[src/rtl/sirq_pkg.sv]
package sirq_pkg;
    localparam int unsigned NUM_FLAGS = 8;
    localparam int unsigned DATA_W    = 8;
    localparam int unsigned VEC_W     = 9;
    localparam int unsigned SET_POS   = 1;
    localparam int unsigned CLR_POS   = 0;
    localparam int unsigned ADDR_W    = $clog2(NUM_FLAGS);

    typedef enum logic [1:0] {
        CMD_NONE  = 2'b00,
        CMD_LOWER = 2'b01,
        CMD_RAISE = 2'b10,
        CMD_BOTH  = 2'b11
    } flag_cmd_e;
endpackage

[src/rtl/sirq_flag_next.sv]
module sirq_flag_next
    import sirq_pkg::*;
(
    input  logic      sel,
    input  flag_cmd_e cmd,
    input  logic      cur,
    output logic      nxt
);
    always_comb begin
        nxt = cur;
        if (sel) begin
            unique case (cmd)
                CMD_RAISE, CMD_BOTH: nxt = 1'b1;
                CMD_LOWER:           nxt = 1'b0;
                default:             nxt = cur;
            endcase
        end
    end
endmodule

[src/rtl/sirq_pipe.sv]
module sirq_pipe #(
    parameter int unsigned WIDTH  = 8,
    parameter int unsigned STAGES = 3
) (
    input  logic             clk,
    input  logic             rst,
    input  logic [WIDTH-1:0] din,
    output logic [WIDTH-1:0] dout
);
    typedef struct packed {
        logic [STAGES-1:0][WIDTH-1:0] stg;
    } pipe_t;

    pipe_t st_d, st_q;

    always_comb begin
        st_d = st_q;
        st_d.stg[0] = din;
        for (int s = 1; s < int'(STAGES); s++) begin
            st_d.stg[s] = st_q.stg[s-1];
        end
    end

    always_ff @(posedge clk) begin
        if (rst) st_q <= '0;
        else     st_q <= st_d;
    end

    assign dout = st_q.stg[STAGES-1];
endmodule

[src/rtl/sirq_readmux.sv]
module sirq_readmux #(
    parameter int unsigned NUM    = 8,
    parameter int unsigned AW     = 3,
    parameter int unsigned DW     = 8,
    parameter int unsigned FLAG_P = 0
) (
    input  logic [NUM-1:0] flags,
    input  logic [AW-1:0]  addr,
    output logic [DW-1:0]  rdata
);
    always_comb begin
        rdata = '0;
        rdata[FLAG_P] = flags[addr];
    end
endmodule

[src/rtl/sirq_bank.sv]
module sirq_bank
    import sirq_pkg::*;
#(
    parameter int unsigned LATENCY  = 4,
    parameter int unsigned VEC_BASE = 0
) (
    input  logic                       clk,
    input  logic                       rst,
    input  logic                       wr_en,
    input  logic [ADDR_W-1:0]          addr,
    input  logic [DATA_W-1:0]          wdata,
    output logic [DATA_W-1:0]          rdata,
    output logic [NUM_FLAGS-1:0]       irq_req,
    output logic [NUM_FLAGS*VEC_W-1:0] irq_vec
);
    localparam int unsigned PIPE_STAGES = (LATENCY > 1) ? LATENCY - 1 : 1;

    typedef struct packed {
        logic [NUM_FLAGS-1:0] flags;
    } bank_t;

    bank_t     bank_d, bank_q;
    flag_cmd_e cmd;
    logic [NUM_FLAGS-1:0] flag_nxt;
    logic      unused_wdata;

    assign cmd          = flag_cmd_e'({wdata[SET_POS], wdata[CLR_POS]});
    assign unused_wdata = ^wdata;

    for (genvar i = 0; i < NUM_FLAGS; i++) begin : g_flag
        sirq_flag_next u_next (
            .sel (wr_en && (addr == ADDR_W'(i))),
            .cmd (cmd),
            .cur (bank_q.flags[i]),
            .nxt (flag_nxt[i])
        );
        assign irq_vec[i*VEC_W +: VEC_W] = VEC_W'(VEC_BASE + i);
    end

    always_comb begin
        bank_d       = bank_q;
        bank_d.flags = flag_nxt;
    end

    always_ff @(posedge clk) begin
        if (rst) bank_q <= '0;
        else     bank_q <= bank_d;
    end

    sirq_pipe #(.WIDTH(NUM_FLAGS), .STAGES(PIPE_STAGES)) u_pipe (
        .clk  (clk),
        .rst  (rst),
        .din  (bank_q.flags),
        .dout (irq_req)
    );

    sirq_readmux #(.NUM(NUM_FLAGS), .AW(ADDR_W), .DW(DATA_W), .FLAG_P(CLR_POS)) u_rd (
        .flags (bank_q.flags),
        .addr  (addr),
        .rdata (rdata)
    );
endmodule

[config.mk]
export PLATFORM = sky130hd
export DESIGN_NAME = sirq_bank
export DESIGN_NICKNAME = d
export VERILOG_FILES = /design/src/rtl/sirq_pkg.sv /design/src/rtl/sirq_flag_next.sv /design/src/rtl/sirq_pipe.sv /design/src/rtl/sirq_readmux.sv /design/src/rtl/sirq_bank.sv
export SDC_FILE = /design/constraint.sdc
export NUM_CORES = 1
export LEC_CHECK = 0
export ABC_AREA = 1
export BUFFER_PORTS_ARGS = -buffer_cell sky130_fd_sc_hd__clkbuf_2
export CAP_MARGIN = 25
export CELL_PAD_IN_SITES_DETAIL_PLACEMENT = 0
export CELL_PAD_IN_SITES_GLOBAL_PLACEMENT = 1
export CORE_MARGIN = 2
export CORE_UTILIZATION = 26
export CTS_CLUSTER_SIZE = 16
export DETAILED_ROUTE_END_ITERATION = 10
export PLACE_DENSITY_LB_ADDON = 0.1
export RECOVER_POWER = 25
export SYNTH_ARGS = -nofsm -noshare
export SYNTH_HDL_FRONTEND = slang
export SYNTH_SLANG_ARGS = --single-unit
export TNS_END_PERCENT = 50
[constraint.sdc]
create_clock -name clk -period 0.8 [get_ports clk]
set_input_delay 0.04 -clock clk [delete_from_list [all_inputs] [get_ports clk]]
set_output_delay 0.04 -clock clk [all_outputs]
set_load 0.01 [all_outputs]
Word level (Yosys, flattened, before mapping):

Index checks and enable logic that the tools add are counted.

* reductions and logical operators: 19
* equal/unequal tests: 10
* multiplexer cells: 3
* $lt $le $gt $ge: 1

Operator list (number)
* AND reduction 2 bit: 8
* equality test 3 bit, second input constant: 4
* logical AND 1 bit: 8
* equality test 3 x 2 -> 1 bit, second input constant: 2
* equality test 2 bit, second input constant: 2
* less-than comparator 3 x 4 -> 1 bit, second input constant: 1
* binary-select mux 1 bit (select 3 bit): 1
* equality test 3 x 1 -> 1 bit, second input constant: 1
* logical NOT 3 bit: 1
* equality test 2 x 1 -> 1 bit, second input constant: 1
* case mux 1 bit (2 select lines): 1
* nonzero test 2 bit: 1
* OR reduction 2 bit: 1
* two-way mux 1 bit: 1

* register bits after elaboration: 32
* output and inout port bits: 88
* logic and storage cells: 44

Depth between registers and ports, before layout:

* depth after elaboration: 4
* depth in mapped cells: 8

By module:

A second synthesis with hierarchy kept.

* cells, all modules: 258
* area total of the unflattened synthesis: 1813.0 um^2

Modules (own cells, without submodules)
* sirq_bank: times used 1, cells each 116, area an instance 843.3 um^2, sequential area each 160.2 um^2
* sirq_pipe: times used 1, cells each 74, area an instance 683.2 um^2, sequential area each 480.5 um^2
* sirq_readmux: times used 1, cells each 36, area an instance 166.4 um^2, sequential area each 0.0 um^2
* sirq_flag_next: times used 8, cells each 4, area an instance 15.0 um^2, sequential area each 0.0 um^2

Least setup slack after synthesis:

Ideal clock, no wire load.

* kind: input port to flip-flop
* start: in addr[0]
* end: reg bank_q[2] (netlist name)
* path buffers: 1
* arrival time: 577 ps
* slack: 108 ps
* required time: 685 ps
* library setup time: 115 ps
* stages: 7
* cells stage by stage: buf_6 > inv_2 > nand2_1 > nor2_1 > nand3_1 > nand2_1 > nor2_1

* cells in the longest elaborated chain, start to end: 3

RTL lines
* start, declared: line sirq_bank.sv:10 `input logic [ADDR_W-1:0] addr,`
* equality test 3 x 2 -> 1 bit: line sirq_bank.sv:32 `.sel (wr_en && (addr == ADDR_W'(i))),`
* logical AND 1 bit: line sirq_bank.sv:32
* AND reduction 2 bit (no source line)
* end signal, assigned: line sirq_bank.sv:47 `else bank_q <= bank_d;`
* end, declared: line sirq_bank.sv:22 `bank_t bank_d, bank_q;`

No other way between the ends.
A chain may end at the register's enable or synchronous reset.

Final worst setup path:

* start: reg bank_q[4] (netlist name)
* end: out rdata[0]

* cells in the longest elaborated chain, start to end: 2

RTL lines
* binary-select mux 1 bit (select 3 bit): line sirq_readmux.sv:13 `rdata[FLAG_P] = flags[addr];`
* two-way mux 1 bit (not written as such): line sirq_readmux.sv:13
* end, declared: line sirq_bank.sv:12 `output logic [DATA_W-1:0] rdata,`

No other way between the ends. The select of a mux whose other input is x is not followed.

==> results.json <==
{
  "cp-end-kind": "primary output",
  "drt_wl_total_um": 2700,
  "cp_cell_sequence": "nand2_1 > nand2_1 > nand2_1 > nand2_1 > nand2_1 > nand2_1 > buf_2",
  "die-width_um": 87.0,
  "place_area_um2": 1720,
  "power.density_nw_per_um2": 1800,
  "die_area_um2": 7570,
  "post_cts_buffers": 0,
  "ys_types": 15,
  "whs_ps": 98.0,
  "max_cap_viol_count": 0,
  "final_cell_mix": "conb_1 (79), nor2_1 (39), nand2_1 (38)",
  "slowest_delay_ps": 330,
  "antenna_found_initial": 0,
  "status": "finished with violations",
  "synth-seq-cells": 32,
  "setup_viol": 1,
  "netlist_area_um2": 1790,
  "cts_tree": "yes",
  "grt_max_degree": 18,
  "core_region_area_um2": 6720,
  "cts_buffers": 5,
  "dr_total_vias": 1116,
  "drtIter0Drc": 26,
  "required_ps": 760,
  "finClkSkew_ps": 2.76,
  "grt_pass1_vias": 867,
  "hold_viol": 0,
  "final_nets": 290,
  "insertion_delay_ps": 270,
  "start_util_pct": 26.6,
  "io_pins": 102,
  "dp_hpwl_um": 2030,
  "clock_path_buffers": 2,
  "antenna_left": 0,
  "root_buffer": "clkbuf_8",
  "worstPathArrival_ps": 1060,
  "fin_crit_ps": 1100,
  "setup_tns_ps": -298,
  "hold_path_class": "primary input to flop",
  "path_delay_family": "flip-flops",
  "grt_usage_pct": 7.17,
  "cpMaxStageDelayCell": "dfxtp_2",
  "path_class": "flop to primary output",
  "failed_checks": "negative setup slack",
  "fmax_mhz": 911,
  "design_area_um2": 1830,
  "clk_pin_slew_ps": 70,
  "fp-row-count": 30,
  "timing.final.crit_share_pct": 137,
  "vdd_drop_max_mv": 0.504,
  "yosysSeqAreaShare_pct": 35.8,
  "dr.pass1.iters": 4,
  "fp.dieH_um": 87.0,
  "fin_total_pwr_w": 0.00329,
  "cp_common_cell": "nand2_1",
  "via_per_inst": 3.13,
  "layout_commonest_cell": "conb_1",
  "slew_violations": 0,
  "drc": 0,
  "setup_ws_ps": -298,
  "worst-path-buf-inv": 1,
  "post_drt_wl_per_cell_um": 7.57,
  "cp_max_fo": 2,
  "cts-htree-levels": 2,
  "synth_cells": 248,
  "grt_pass1_wl_um": 4080,
  "layout-drive-gt1-share_pct": 17.0,
  "grt-ovfl-total": 0,
  "rsz0062_at_grt": "yes",
  "clkSinkCount": 32,
  "gp_congestion": 0.777,
  "synth_area_per_cell_um2": 7.22,
  "worstSetupStartpointType": "flop",
  "p_leak_nw": 0.977,
  "syn2layout_area_growth_pct": 2.03,
  "diodes": 0,
  "yosys_warnings": 0,
  "port_buffers": 16
}
## flip-flops by register name, indices dropped and copies added, names as in the netlist
name,flops
u_pipe.st_d,16
u_pipe.dout,8
bank_q,8
## path summary, 6_finish.rpt
kind	startpoint	to	slack, ps	cells after the start
min	rst	u_pipe.st_d[20]	100	3
max reg2reg	bank_q[1]	bank_q[1]	80	3
max	bank_q[4]	rdata[0]	-300	7
min reg2reg	u_pipe.st_d[22]	u_pipe.dout[6]	400	2
## cells by family after synthesis
group / Yosys count / synth area share [%]
buffers and inverters: 119 / 42.1
flip-flops: 32 / 35.8
other: 2 / 0.419
AO/OA/AOI/OAI: 4 / 1.12
AND/OR/NAND/NOR: 91 / 20.6
## report_power, final
part           internal, W  switching [W]
Sequential         0.00162      0.0000104
Combinational    0.0000845       0.000308
Clock             0.000686       0.000580
Total              0.00239       0.000898
## routing by layer
layer  up-vias  track usage (%)  part of all wire (%)
met1       432             9.76                    50
met2        62             9.99                    40
met5         -                0                     0
met3         4             2.27                   8.3
met4         0             3.84                   2.0
li1        618                -                     -
## through the flow
| stage | utilization, % | instances | setup WS (ps) |
|---|---|---|---|
| floorplan | - | 325 | 108 |
| finish | 27.2 | 357 | -298 |
| CTS | 27.2 | 357 | -317 |
| global placement | 25.7 | 349 | -49.7 |
| global route | 27.2 | 357 | -415 |
| detailed placement | 25.7 | 349 | -67.5 |
## worst min-delay path, cell delays in order
cell	delay, ps
clkbuf_2	100
buf_4	150
nor2_1	50
## layout make-up
class                           instances  area (µm²)
Fill cell                             753        4890
Multi-Input combinational cell        174         686
Sequential cell                        32         651
Timing Repair Buffer                   27         163
Inverter                               36         135
Tap cell                               80         100
Clock buffer                            6        82.6
Clock inverter                          2        10.0
## synthesized netlist by cell type, drive strengths merged
cell type  instances  area, µm²
a21oi              4       20.0
buf               82        614
clkbuf             1       3.75
conb               2       7.51
dfxtp             32        641
inv               36        135
nand2             38        143
nand3             10       50.1
nand4              2       12.5
nor2              41        164
## what timing repair did
action	4_1_cts	5_1_grt
hold buffers	0	0
endpoints found under the hold margin	0	0
gates resized for setup	8	1
setup endpoints to repair	1	1
pin swaps	7	0
Note: power is estimated with default switching activity, not from simulation.
